## src/rtl/alloc_gate_pkg.sv

```systemverilog
// Shared definitions for the allocation clock-gate predictor.
// Assumes: nothing beyond a standard SystemVerilog elaborator.
package alloc_gate_pkg;

    // Level of the allocator clock enable
    typedef enum logic {
        CLK_HELD = 1'b0,
        CLK_RUN  = 1'b1
    } clk_state_e;

endpackage

```

## src/rtl/alloc_full_run.sv

```systemverilog
// Tracks how long the reorder buffer has stayed full and raises
// streak_met once the current cycle completes a run of GATE_AFTER
// consecutive full cycles.
// Assumes: rob_full is sampled once per cycle; reset is synchronous and active low.
module alloc_full_run #(
    parameter int GATE_AFTER = 3
) (
    input  logic clk,
    input  logic rst_n,
    input  logic rob_full,
    output logic streak_met
);
    localparam int RUN_W = (GATE_AFTER > 1) ? $clog2(GATE_AFTER) : 1;

    generate
        if (GATE_AFTER <= 1) begin : g_direct
            // A single full cycle is enough; no history is kept
            assign streak_met = rob_full;
        end else begin : g_count
            localparam logic [RUN_W-1:0] RUN_TOP = RUN_W'(GATE_AFTER - 1);
            logic [RUN_W-1:0] run_q;

            // Count earlier consecutive full cycles, saturating at GATE_AFTER-1
            always_ff @(posedge clk) begin
                if (!rst_n)              run_q <= '0;
                else if (!rob_full)      run_q <= '0;
                else if (run_q != RUN_TOP) run_q <= run_q + 1'b1;
            end

            assign streak_met = rob_full && (run_q == RUN_TOP);


            short_streak_chk: assert property (@(posedge clk) disable iff (!rst_n)
                !rob_full |=> !streak_met || (GATE_AFTER <= 1));
        end
    endgenerate

endmodule

```

## src/rtl/alloc_gate_decide.sv

```systemverilog
// Registers the prediction for the next cycle. The clock is held when the
// full streak is established and no retirement is announced. Any announced
// retirement re-opens the clock one cycle ahead.
// Assumes: retire_hint is valid in every cycle.
module alloc_gate_decide
    import alloc_gate_pkg::*;
#(
    parameter int RET_W = 2
) (
    input  logic             clk,
    input  logic             rst_n,
    input  logic             rob_full,
    input  logic             streak_met,
    input  logic [RET_W-1:0] retire_hint,
    output logic             clk_en
);
    clk_state_e state_q;
    logic       hold_next;

    // Predict that the buffer stays full through the next cycle
    always_comb hold_next = streak_met && (retire_hint == '0);

    // Latch the prediction as next cycle's enable; run the clock out of reset
    always_ff @(posedge clk) begin
        if (!rst_n) state_q <= CLK_RUN;
        else        state_q <= hold_next ? CLK_HELD : CLK_RUN;
    end

    assign clk_en = (state_q == CLK_RUN);


    hint_wakes_chk: assert property (@(posedge clk) disable iff (!rst_n)
        (retire_hint != '0) |=> clk_en);


    empty_runs_chk: assert property (@(posedge clk) disable iff (!rst_n)
        !rob_full |=> clk_en);

endmodule

```

## src/rtl/alloc_gated_count.sv

```systemverilog
// Saturating counter of cycles in which the allocator clock was held.
// Assumes: clk_en is the registered enable of the same cycle.
module alloc_gated_count #(
    parameter int CNT_W = 16
) (
    input  logic             clk,
    input  logic             rst_n,
    input  logic             clk_en,
    output logic [CNT_W-1:0] count
);
    localparam logic [CNT_W-1:0] CNT_MAX = '1;

    // Add one for each held cycle, stopping at all ones
    always_ff @(posedge clk) begin
        if (!rst_n)                         count <= '0;
        else if (!clk_en && count != CNT_MAX) count <= count + 1'b1;
    end


    no_overflow_chk: assert property (@(posedge clk) disable iff (!rst_n)
        (count == CNT_MAX) |=> (count == CNT_MAX));


    step_one_chk: assert property (@(posedge clk) disable iff (!rst_n)
        (!clk_en && count != CNT_MAX) |=> (count == $past(count) + 1'b1));


    idle_hold_chk: assert property (@(posedge clk) disable iff (!rst_n)
        clk_en |=> $stable(count));

endmodule

```

## src/rtl/alloc_gate_predictor.sv

```systemverilog
// Top of the allocation stall clock-gate predictor. Stall follows the
// full flag directly; the clock enable is a one-cycle-ahead forecast of
// whether the full condition persists.
// Assumes: the reorder buffer raises retire_hint the cycle before rob_full falls.
module alloc_gate_predictor #(
    parameter int GATE_AFTER = 3,
    parameter int RET_W      = 2,
    parameter int CNT_W      = 16
) (
    input  logic             clk,
    input  logic             rst_n,
    input  logic             rob_full,
    input  logic [RET_W-1:0] retire_hint,
    output logic             alloc_stall,
    output logic             alloc_clk_en,
    output logic [CNT_W-1:0] gated_cycles
);
    logic streak_met;

    // Stall is never predicted: it tracks the buffer every cycle
    assign alloc_stall = rob_full;

    alloc_full_run #(.GATE_AFTER(GATE_AFTER)) u_run (
        .clk        (clk),
        .rst_n      (rst_n),
        .rob_full   (rob_full),
        .streak_met (streak_met)
    );

    alloc_gate_decide #(.RET_W(RET_W)) u_decide (
        .clk         (clk),
        .rst_n       (rst_n),
        .rob_full    (rob_full),
        .streak_met  (streak_met),
        .retire_hint (retire_hint),
        .clk_en      (alloc_clk_en)
    );

    alloc_gated_count #(.CNT_W(CNT_W)) u_count (
        .clk    (clk),
        .rst_n  (rst_n),
        .clk_en (alloc_clk_en),
        .count  (gated_cycles)
    );


    no_lost_cycle_chk: assert property (@(posedge clk) disable iff (!rst_n)
        ($fell(rob_full) && $past(retire_hint) != '0) |-> alloc_clk_en);


    held_means_stalled_chk: assert property (@(posedge clk) disable iff (!rst_n)
        !alloc_clk_en |-> $past(rob_full));

endmodule

```

## config.mk

```make
export PLATFORM = sky130hd
export DESIGN_NAME = alloc_gate_predictor
export DESIGN_NICKNAME = d
export VERILOG_FILES = /design/src/rtl/alloc_gate_pkg.sv /design/src/rtl/alloc_full_run.sv /design/src/rtl/alloc_gate_decide.sv /design/src/rtl/alloc_gated_count.sv /design/src/rtl/alloc_gate_predictor.sv
export SDC_FILE = /design/constraint.sdc
export NUM_CORES = 1
export LEC_CHECK = 0
export ABC_AREA = 1
export ABC_CLOCK_PERIOD_IN_PS = 1600
export BUFFER_PORTS_ARGS = -buffer_cell sky130_fd_sc_hd__buf_2
export CORE_MARGIN = 8
export CORE_UTILIZATION = 53
export CTS_CLUSTER_SIZE = 12
export DETAILED_ROUTE_END_ITERATION = 8
export GPL_ROUTABILITY_DRIVEN = 0
export PLACE_DENSITY = 0.77
export SYNTH_ARGS = -nofsm -noshare
export SYNTH_HDL_FRONTEND = slang
export SYNTH_SLANG_ARGS = --single-unit
```

## constraint.sdc

```tcl
create_clock -name clk -period 1.6 [get_ports clk]
set_input_delay 0.08 -clock clk [delete_from_list [all_inputs] [get_ports clk]]
set_output_delay 0.08 -clock clk [all_outputs]
set_load 0.05 [all_outputs]
```

==> results of run 1 <==
-- per-stage QoR --
| step | setup WS (ns) | setup TNS, ns |
|---|---|---|
| after detailed placement | 0.171 | 0 |
| after floorplan | -0.00171 | -0.00171 |
| after global routing | 0.0174 | 0 |
| after CTS | 0.152 | 0 |
| final | 0.160 | 0 |
| after global placement | 0.224 | 0 |
-- Yosys cell counts --
cell,count,area share
sky130_fd_sc_hd__nand4_1,1,0.0055
sky130_fd_sc_hd__nand2_1,48,0.16
sky130_fd_sc_hd__nor2_1,37,0.12
sky130_fd_sc_hd__nand4_4,1,0.019
sky130_fd_sc_hd__or4_1,1,0.0066
sky130_fd_sc_hd__nor3_1,1,0.0044
sky130_fd_sc_hd__buf_6,2,0.020
sky130_fd_sc_hd__a21oi_1,8,0.035
sky130_fd_sc_hd__ha_1,2,0.022
sky130_fd_sc_hd__nand2_4,2,0.020
sky130_fd_sc_hd__or2_2,1,0.0055
sky130_fd_sc_hd__nand3_1,8,0.035
sky130_fd_sc_hd__nor2_2,1,0.0055
sky130_fd_sc_hd__buf_4,1,0.0066
sky130_fd_sc_hd__nor2_4,5,0.050
sky130_fd_sc_hd__dfxtp_1,19,0.34
sky130_fd_sc_hd__nor2_8,2,0.035
sky130_fd_sc_hd__nand3_2,2,0.018
sky130_fd_sc_hd__inv_2,1,0.0033
sky130_fd_sc_hd__nand2_2,4,0.022
sky130_fd_sc_hd__inv_1,17,0.056
sky130_fd_sc_hd__nor3b_1,1,0.0066
sky130_fd_sc_hd__a211oi_1,1,0.0066
-- metal layers --
| metal | vias up | routed length, um | track usage |
|---|---|---|---|
| met5 | - | 0 | 0 |
| met1 | 455 | 1120 | 0.128 |
| met2 | 18 | 1130 | 0.237 |
| li1 | 563 | - | - |
| met4 | 0 | 46 | 0.0612 |
| met3 | 5 | 105 | 0.0305 |
-- worst max-delay path by stage --
stage	from	endpoint	slack, ns	depth (start not counted)
6_report	u_count.count[0]	u_count.count[4]	0.16	9
5_1_grt	u_count.count[0]	u_count.count[10]	0.02	9
4_1_cts	u_count.count[0]	u_count.count[12]	0.15	8
3_5_place_dp	u_count.count[0]	u_count.count[12]	0.17	8
3_3_place_gp	u_count.count[0]	u_count.count[12]	0.22	8
2_1_floorplan	u_count.count[7]	u_count.count[12]	-0.002	7
-- where the power goes --
part | leakage, uW | switching [uW] | internal, uW
sequential | 0.000155 | 2.08 | 476
clock | 0.0000150 | 157 | 97.3
combinational | 0.000506 | 26.3 | 15.5
-- final cells by class --
cell class,instances,share of cell area
clock buffers,4,0.0201
inverters,18,0.0518
multi-input cells,126,0.502
flip-flops and latches,19,0.294
well taps,27,0.0259
repair buffers,25,0.105
-- state kept, by name, summed over array words and instances (netlist names) --
signal / count
u_count.count: 16
u_run.g_count.run_q: 2
u_decide.clk_en: 1
-- critical path, stage by stage, from the launching register on --
cell and delay, ns:
sky130_fd_sc_hd__dfxtp_2 0.39, sky130_fd_sc_hd__ha_1 0.18, sky130_fd_sc_hd__nand2_2 0.08, sky130_fd_sc_hd__nor2_4 0.17, sky130_fd_sc_hd__nand2_4 0.12, sky130_fd_sc_hd__nor2_8 0.17
sky130_fd_sc_hd__nor2_1 0.07, sky130_fd_sc_hd__nand2_1 0.05, sky130_fd_sc_hd__nand2_1 0.04, sky130_fd_sc_hd__nor2_1 0.10
-- kinds of logic after synthesis --
| group | count (synthesis) | synth area share |
|---|---|---|
| flops | 19 | 0.336 |
| compound gates | 9 | 0.0419 |
| simple gates | 115 | 0.514 |
| buf+inv | 21 | 0.0861 |
| fa+ha+maj | 2 | 0.0221 |
==> flow_summary.ini, run 1 <==
[min_path]
cell_count_of_the_worst_hold_path = 3
end_point_of_the_worst_hold_path = u_run.g_count.run_q[0]
min-delay-path-class = primary input to flop
hold_start = rob_full

[drt]
dr.first_iter.drc_count = 32
vias_per_cell = 4.75
detail-route-antenna-nets = 0
drt-total-wl_um = 2400
post_drt_wl_per_cell_um = 11.0
firstDrtPassIters = 4
route.vias.total = 1041
drc_errors = 0

[power_and_ir_drop]
finalPower_uw = 774
leakagePower_uw = 0.000676
power_density_nw_per_um2 = 593
vdd.ir_drop.worst_mv = 0.486

[cells_and_area]
design_area_um2 = 1310
layout_commonest_cell = sky130_fd_sc_hd__nand2_1
n_fill_cell = 182
layout.area.seq_um2 = 384
finalNetCount = 200
fin_cells = 219
antenna-diode-count = 0
final_design_utilization = 0.658
multi_input_comb_area_um2 = 656
share_of_final_layout_standard_cells_stronger_than_drive_strength_1 = 0.250
areaGrowthSynthToFinish_pct = 15.1
mostFrequentLayoutCells = 48 x sky130_fd_sc_hd__nand2_1, 37 x sky130_fd_sc_hd__nor2_1, 22 x sky130_fd_sc_hd__buf_2, 17 x sky130_fd_sc_hd__inv_1, 16 x sky130_fd_sc_hd__dfxtp_1

[floorplan]
core_region_area_um2 = 1980
die_x_um = 62.2
std_cell_rows = 16
effective_utilization_at_floorplan = 0.572
io_pins = 23
floorplan.die.height_um = 62.2
design.die.area_um2 = 3870

[critical_path]
critPathCaptureType = flop
worst_r2r_startpoint = u_count.count[0]
worst-setup-path-type = flop to flop
startpoint_type = flop
r2r.worst_path.cells = 9
reg2reg_to = u_count.count[4]
required_ns = 1.85
timing.critical_path.arrival_ns = 1.69
critical_path.max_fanout = 6
r2r_slack_ns = 0.16

[synthesis]
synth.ff_latch_count = 19
post_synth_inst_count = 166
synth.distinct_cells = 23
synthesis.yosys.warnings = 0
synthesis.nets = 173
syn-mean-instance-area_um2 = 6.83
syn_area_um2 = 1130
yosysSeqAreaShare = 0.336

[grt]
grt.total_usage = 0.127
grt_pass1_vias = 1026
grt_pass1_wl_um = 4200
overflow = 0
grt_start_max_net_pins = 18
grt_antenna_before_repair = 0

[clock_tree]
cts-buffers-inserted = 3
cts_tree = done
cts_setup_buffers = 0
worstSkewPairLatency_ns = 0.30
cts_resized = 0
clock-root-buffer = sky130_fd_sc_hd__clkbuf_4
numClockSinks = 19
cts_hold_repair.buffers = 2
htree_levels = 1
cts.clk_slew.worst_paths_ns = 0.11
clockBufferDepth = 2

[placed_design]
place_hpwl_um = 1810
port_buffers = 22
numPlacedInstances = 213
postPlaceCellArea_um2 = 1260

[outcome]
result_of_the_run = complete, no violations

[timing]
maxClockFrequency_mhz = 695
final-max-slew-violation-count = 0
worst_hold_slack_ns = 0.0522
rsz_0062_raised_after_global_routing = no
min_period_over_period = 0.900
finalHoldViolations = 0
worst_slew_pin_slew_ns = 0.333
final.min_clock_period_ns = 1.44
final_setup_violation_count = 0
max_slew_margin = 0.778
finClkSkew_ns = 0.00241

[job]
timing.max_cap.violations = 0
(Power assumes the default switching activity.)
==> run 2, diff against run 1 <==
--- a/config.mk
+++ b/config.mk
@@ -14,6 +14,7 @@
 export DETAILED_ROUTE_END_ITERATION = 8
 export GPL_ROUTABILITY_DRIVEN = 0
 export PLACE_DENSITY = 0.77
+export REMOVE_ABC_BUFFERS = 1
 export SYNTH_ARGS = -nofsm -noshare
 export SYNTH_HDL_FRONTEND = slang
 export SYNTH_SLANG_ARGS = --single-unit
==> flow_summary.ini, run 2 (synthesis results as in run 1) <==
[drt]
detail-route-antenna-nets = 0
drc_errors = 0
route.vias.total = 1059
post_drt_wl_per_cell_um = 11.5
vias_per_cell = 4.81
dr.first_iter.drc_count = 20
drt-total-wl_um = 2530
firstDrtPassIters = 4

[clock_tree]
cts-buffers-inserted = 3
clockBufferDepth = 2
htree_levels = 1
cts_setup_buffers = 0
clock-root-buffer = sky130_fd_sc_hd__clkbuf_4
cts.clk_slew.worst_paths_ns = 0.12
cts_tree = done
numClockSinks = 19
worstSkewPairLatency_ns = 0.30

[cells_and_area]
share_of_final_layout_standard_cells_stronger_than_drive_strength_1 = 0.249
finalNetCount = 201
antenna-diode-count = 0
largest_reg_flops = 16
layout_commonest_cell = sky130_fd_sc_hd__nand2_1
mostFrequentLayoutCells = 48 x sky130_fd_sc_hd__nand2_1, 37 x sky130_fd_sc_hd__nor2_1, 22 x sky130_fd_sc_hd__buf_2, 18 x sky130_fd_sc_hd__dfxtp_1, 17 x sky130_fd_sc_hd__inv_1
areaGrowthSynthToFinish_pct = 15.7
max_flop_register = u_count.count

[grt]
grt_pass1_vias = 1006
grt_antenna_before_repair = 0
grt.total_usage = 0.132
grt_start_max_net_pins = 18
overflow = 0
grt_pass1_wl_um = 4290

[timing]
final.min_clock_period_ns = 1.41
worst_slew_pin_slew_ns = 0.323
max_slew_margin = 0.785
finClkSkew_ns = 0.00873
final-max-slew-violation-count = 0
maxClockFrequency_mhz = 710
finalHoldViolations = 0
worst_hold_slack_ns = 0.0864
final_setup_violation_count = 0
min_period_over_period = 0.881
rsz_0062_raised_after_global_routing = no

[power_and_ir_drop]
finalPower_uw = 774
leakagePower_uw = 0.000683
vdd.ir_drop.worst_mv = 0.462
power_density_nw_per_um2 = 590

[floorplan]
design.die.area_um2 = 3870
floorplan.die.height_um = 62.2
core_region_area_um2 = 1980
effective_utilization_at_floorplan = 0.572
die_x_um = 62.2
std_cell_rows = 16
io_pins = 23

[critical_path]
timing.critical_path.arrival_ns = 1.62
reg2reg_to = u_count.count[12]
worst-path-buf-inv = 0
worst-setup-path-type = flop to flop
critical_path.max_fanout = 5
r2r_slack_ns = 0.19
critical-path-max-stage-delay_ns = 0.37
slowest_stage_cell_cp = sky130_fd_sc_hd__dfxtp_2
cell_chain_of_the_critical_path = ha_1, nand2_2, nor2_4, nand2_4, nor2_8, nand2_1, nor3_1, nor2_1
cpLargestDelayFamily = simple AND/OR/NAND/NOR gates
worst_r2r_startpoint = u_count.count[1]
critPathCaptureType = flop
required_ns = 1.81
r2r.worst_path.cells = 8
startpoint_type = flop

[min_path]
cell_count_of_the_worst_hold_path = 3
hold_start = rob_full
min-delay-path-class = primary input to flop
end_point_of_the_worst_hold_path = u_run.g_count.run_q[0]

[placed_design]
port_buffers = 22
place_hpwl_um = 1860

[job]
timing.max_cap.violations = 0

[outcome]
result_of_the_run = complete, no violations
[run 2: changes by cell type in the layout (fill, tap and decap cells not counted)]
cell                       delta
sky130_fd_sc_hd__dfxtp_1      +2
sky130_fd_sc_hd__dfxtp_2      -2
sky130_fd_sc_hd__buf_4        +1
sky130_fd_sc_hd__clkbuf_1     -1
sky130_fd_sc_hd__clkinv_2     +1
[run 2: metrics by stage]
step	area [um^2]	std cells	util	setup TNS (ns)	worst slack, ns
floorplan	1100	163	-	-2.31	-0.194
global placement	1260	214	0.637	0	0.204
detailed placement	1260	214	0.637	0	0.135
CTS	1310	220	0.661	0	0.123
global route	1310	220	0.662	0	0.0451
finish	1310	220	0.662	0	0.191
[run 2: cell type report]
type / instances / area [um^2]
tap: 27 / 33.8
clock inverter: 1 / 5.00
sequential: 19 / 382
timing repair buffer: 26 / 145
fill: 193 / 671
inverter: 18 / 67.6
clock buffer: 3 / 22.5
multi-input combinational: 126 / 656
[run 2: timing repair]
| item | in CTS | in global routing |
|---|---|---|
| endpoints found under the setup margin | 0 | 3 |
| hold buffers | 2 | 0 |
| hold endpoints to repair | 1 | 0 |
| gates resized for setup | 0 | 1 |
[run 2: worst min-delay path, cell delays in order]
cell	delay [ns]
sky130_fd_sc_hd__buf_2	0.11
sky130_fd_sc_hd__nand2_1	0.11
sky130_fd_sc_hd__a21oi_1	0.06
[run 2: where the power goes]
part	leakage (uW)	total, uW	internal, uW	switching [uW]
logic	0.000512	44.6	16.0	28.6
clock network	0.0000177	251	93.1	158
registers	0.000154	478	476	1.89
[run 2: per-layer routing]
layer | vias to the layer above | wire length (um) | global-route usage
met5 | - | 0 | 0
met4 | 0 | 23 | 0.0496
met3 | 4 | 137 | 0.0448
met2 | 25 | 1240 | 0.223
met1 | 466 | 1130 | 0.148
li1 | 564 | - | -
[run 2: worst max-delay path by stage]
stage | from | end | slack [ns] | cells past startpoint
after floorplan | u_count.count[0] | u_count.count[12] | -0.19 | 8
after CTS | u_count.count[1] | u_count.count[12] | 0.12 | 8
after detailed placement | u_count.count[1] | u_count.count[12] | 0.14 | 8
after global placement | u_count.count[1] | u_count.count[12] | 0.20 | 8
after global routing | u_count.count[1] | u_count.count[5] | 0.05 | 9
final | u_count.count[1] | u_count.count[12] | 0.19 | 8
==> run 3, diff against run 2 <==
--- a/config.mk
+++ b/config.mk
@@ -5,15 +5,17 @@
 export SDC_FILE = /design/constraint.sdc
 export NUM_CORES = 1
 export LEC_CHECK = 0
-export ABC_AREA = 1
 export ABC_CLOCK_PERIOD_IN_PS = 1600
 export BUFFER_PORTS_ARGS = -buffer_cell sky130_fd_sc_hd__buf_2
+export CELL_PAD_IN_SITES_DETAIL_PLACEMENT = 1
+export CELL_PAD_IN_SITES_GLOBAL_PLACEMENT = 1
 export CORE_MARGIN = 8
-export CORE_UTILIZATION = 53
+export CORE_UTILIZATION = 38
 export CTS_CLUSTER_SIZE = 12
 export DETAILED_ROUTE_END_ITERATION = 8
 export GPL_ROUTABILITY_DRIVEN = 0
-export PLACE_DENSITY = 0.77
+export PLACE_DENSITY_LB_ADDON = 0.1
+export RECOVER_POWER = 50
 export REMOVE_ABC_BUFFERS = 1
 export SYNTH_ARGS = -nofsm -noshare
 export SYNTH_HDL_FRONTEND = slang
==> flow_summary.ini, run 3 <==
[outcome]
result_of_the_run = complete, no violations

[placed_design]
place_hpwl_um = 2080
port_buffers = 22
preCtsSetupSlack_ns = 0.0258

[grt]
grt_pass1_wl_um = 4830
grtUsageMet1 = 0.159
overflow = 0
grt.total_usage = 0.139
grt_pass1_vias = 1065
grt_use_met3 = 0.0255
grt_antenna_before_repair = 0
globalRouteMet2Util = 0.245
most_used_routing_layer = met2
grt_start_max_net_pins = 14

[critical_path]
worst-setup-path-type = flop to flop
r2r_slack_ns = 0.06
timing.critical_path.arrival_ns = 1.77
reg2reg_to = u_count.count[13]
critPathCaptureType = flop
r2r.worst_path.cells = 5
critical_path.max_fanout = 6
required_ns = 1.84
worst_r2r_startpoint = u_count.count[9]
startpoint_type = flop

[timing]
max_slew_margin = 0.591
finClkSkew_ns = 0.00460
final.min_clock_period_ns = 1.54
worst_slew_pin_slew_ns = 0.616
min_period_over_period = 0.960
final_setup_violation_count = 0
finalHoldViolations = 0
final-max-slew-violation-count = 0
rsz_0062_raised_after_global_routing = yes
finalSetupTns_ns = 0
final_critical_path_setup_slack_ns = 0.0643
maxClockFrequency_mhz = 651

[cells_and_area]
largest_reg_flops = 16
max_flop_register = u_count.count
layout_commonest_cell = sky130_fd_sc_hd__buf_4
antenna-diode-count = 0
share_of_final_layout_standard_cells_stronger_than_drive_strength_1 = 0.324
finalNetCount = 153
mostFrequentLayoutCells = 15 x sky130_fd_sc_hd__buf_4, 13 x sky130_fd_sc_hd__dfxtp_1, 11 x sky130_fd_sc_hd__buf_2, 11 x sky130_fd_sc_hd__clkbuf_1, 9 x sky130_fd_sc_hd__a21oi_1
areaGrowthSynthToFinish_pct = 31.4
n_fill_cell = 313

[power_and_ir_drop]
leakagePower_uw = 0.000495
vdd.ir_drop.worst_mv = 0.333
power_density_nw_per_um2 = 623

[synthesis]
synth_top_area_frac = 0.404
synth_area_leader_cell = sky130_fd_sc_hd__dfxtp_1
synth_top_cells_by_count = 19 x sky130_fd_sc_hd__dfxtp_1, 9 x sky130_fd_sc_hd__a21oi_1, 7 x sky130_fd_sc_hd__nand4_1, 7 x sky130_fd_sc_hd__nor2_1, 6 x sky130_fd_sc_hd__nand2_1
yosys.cell_count.top_type = sky130_fd_sc_hd__dfxtp_1
synth.distinct_cells = 35
edff_count_synth = 0
syn-mean-instance-area_um2 = 8.79
synthesis.yosys.warnings = 0
syn_area_um2 = 941
synth_area_leaders = sky130_fd_sc_hd__dfxtp_1 40%, sky130_fd_sc_hd__a21oi_1 4.8%, sky130_fd_sc_hd__nand4_1 4.7%
post_synth_inst_count = 107
synth.ff_latch_count = 19
yosysSeqAreaShare = 0.404
ys.flop_type = sky130_fd_sc_hd__dfxtp_1
async_reset_ff_frac = 0

[drt]
firstDrtPassIters = 4
post_drt_wl_per_cell_um = 16.3
vias_per_cell = 5.66
drc_errors = 0
route.vias.total = 991
detail-route-antenna-nets = 0
dr.first_iter.drc_count = 15
drt-total-wl_um = 2850

[min_path]
hold_start = rob_full
min-delay-path-class = primary input to flop
end_point_of_the_worst_hold_path = u_run.g_count.run_q[1]
cell_count_of_the_worst_hold_path = 3

[floorplan]
core_region_area_um2 = 2410
effective_utilization_at_floorplan = 0.390
die_x_um = 65.8
io_pins = 23
floorplan.die.height_um = 65.8
std_cell_rows = 18
design.die.area_um2 = 4320

[clock_tree]
worstSkewPairLatency_ns = 0.30
cts_setup_buffers = 0
htree_levels = 1
clockBufferDepth = 2
clock-root-buffer = sky130_fd_sc_hd__clkbuf_4
numClockSinks = 19
cts.clk_slew.worst_paths_ns = 0.12
cts_tree = done
cts-buffers-inserted = 3

[job]
timing.max_cap.violations = 0
-- run 3: cell types whose count changed in the layout (fill, tap and decap cells not counted), moves of 6 or more --
cell and delta:
sky130_fd_sc_hd__clkbuf_1 +11, sky130_fd_sc_hd__nand4_1 +6, sky130_fd_sc_hd__nand2_1 -42, sky130_fd_sc_hd__nor2_1 -30
sky130_fd_sc_hd__buf_2 -11, sky130_fd_sc_hd__inv_1 -14, sky130_fd_sc_hd__buf_4 +13
-- run 3: where the power goes --
group / internal [uW] / switching [uW]
Sequential: 474 / 1.86
Combinational: 11.9 / 23.5
Clock: 93.3 / 166
-- run 3: what timing repair did --
| action | 4_1_cts | 5_1_grt |
|---|---|---|
| endpoints found under the hold margin | 1 | 0 |
| setup endpoints to repair | 1 | 9 |
| hold buffers | 2 | 0 |
| gates resized for setup | 1 | 14 |
| cloned | 0 | 1 |
| pin swaps | 0 | 2 |
-- run 3: logic make-up (layout without fill, tap and decap cells) --
family / Yosys count / in the layout / synth area share
xor gates and xnor gates: 2 / 2 / 0.0186
and+or+nand+nor: 46 / 46 / 0.303
muxes: 1 / 1 / 0.0106
buffers and inverters: 8 / 46 / 0.0465
adders and majority gates: 2 / 2 / 0.0266
DFF: 19 / 19 / 0.404
AOI/OAI and AO/OA: 29 / 29 / 0.190
-- run 3: area by class of cell --
class | count | area (um^2) | share of cell area
inverters | 3 | 11.3 | 0.00911
well taps | 30 | 37.5 | 0.0304
clock buffers | 3 | 22.5 | 0.0182
repair buffers | 39 | 229 | 0.185
clock inverters | 1 | 5.00 | 0.00405
flip-flops and latches | 19 | 390 | 0.316
multi-input cells | 80 | 541 | 0.437
-- run 3: worst max-delay path by stage --
stage	start	to	slack, ns
6_report	u_count.count[9]	u_count.count[13]	0.06
5_1_grt	u_count.count[0]	u_count.count[5]	-0.01
4_1_cts	u_count.count[4]	u_count.count[13]	0.01
3_3_place_gp	u_count.count[0]	u_count.count[13]	0.07
3_5_place_dp	u_count.count[4]	u_count.count[13]	0.03
2_1_floorplan	u_count.count[8]	u_count.count[3]	-0.47
-- run 3: layer usage --
layer / wire length, um / part of all wire
met5: 0 / 0
met4: 15 / 0.0053
met3: 95 / 0.033
met2: 1460 / 0.51
met1: 1280 / 0.45
-- run 3: metrics by stage --
step	std cells	power, uW	util	hold slack, ns	cell area (um^2)
after global placement	168	520	0.482	0.273	1160
after global routing	175	804	0.513	0.0804	1240
final	175	770	0.513	0.0591	1240
after floorplan	102	502	-	0.160	908
after CTS	174	785	0.502	0.0429	1210
after detailed placement	168	521	0.482	0.282	1160
-- run 3: critical path, stage by stage (launching register included) --
cell and delay, ns:
sky130_fd_sc_hd__dfxtp_1 0.37, sky130_fd_sc_hd__nand4_1 0.23, sky130_fd_sc_hd__nor3_1 0.09, sky130_fd_sc_hd__buf_4 0.16, sky130_fd_sc_hd__or4_1 0.46, sky130_fd_sc_hd__a21oi_1 0.16
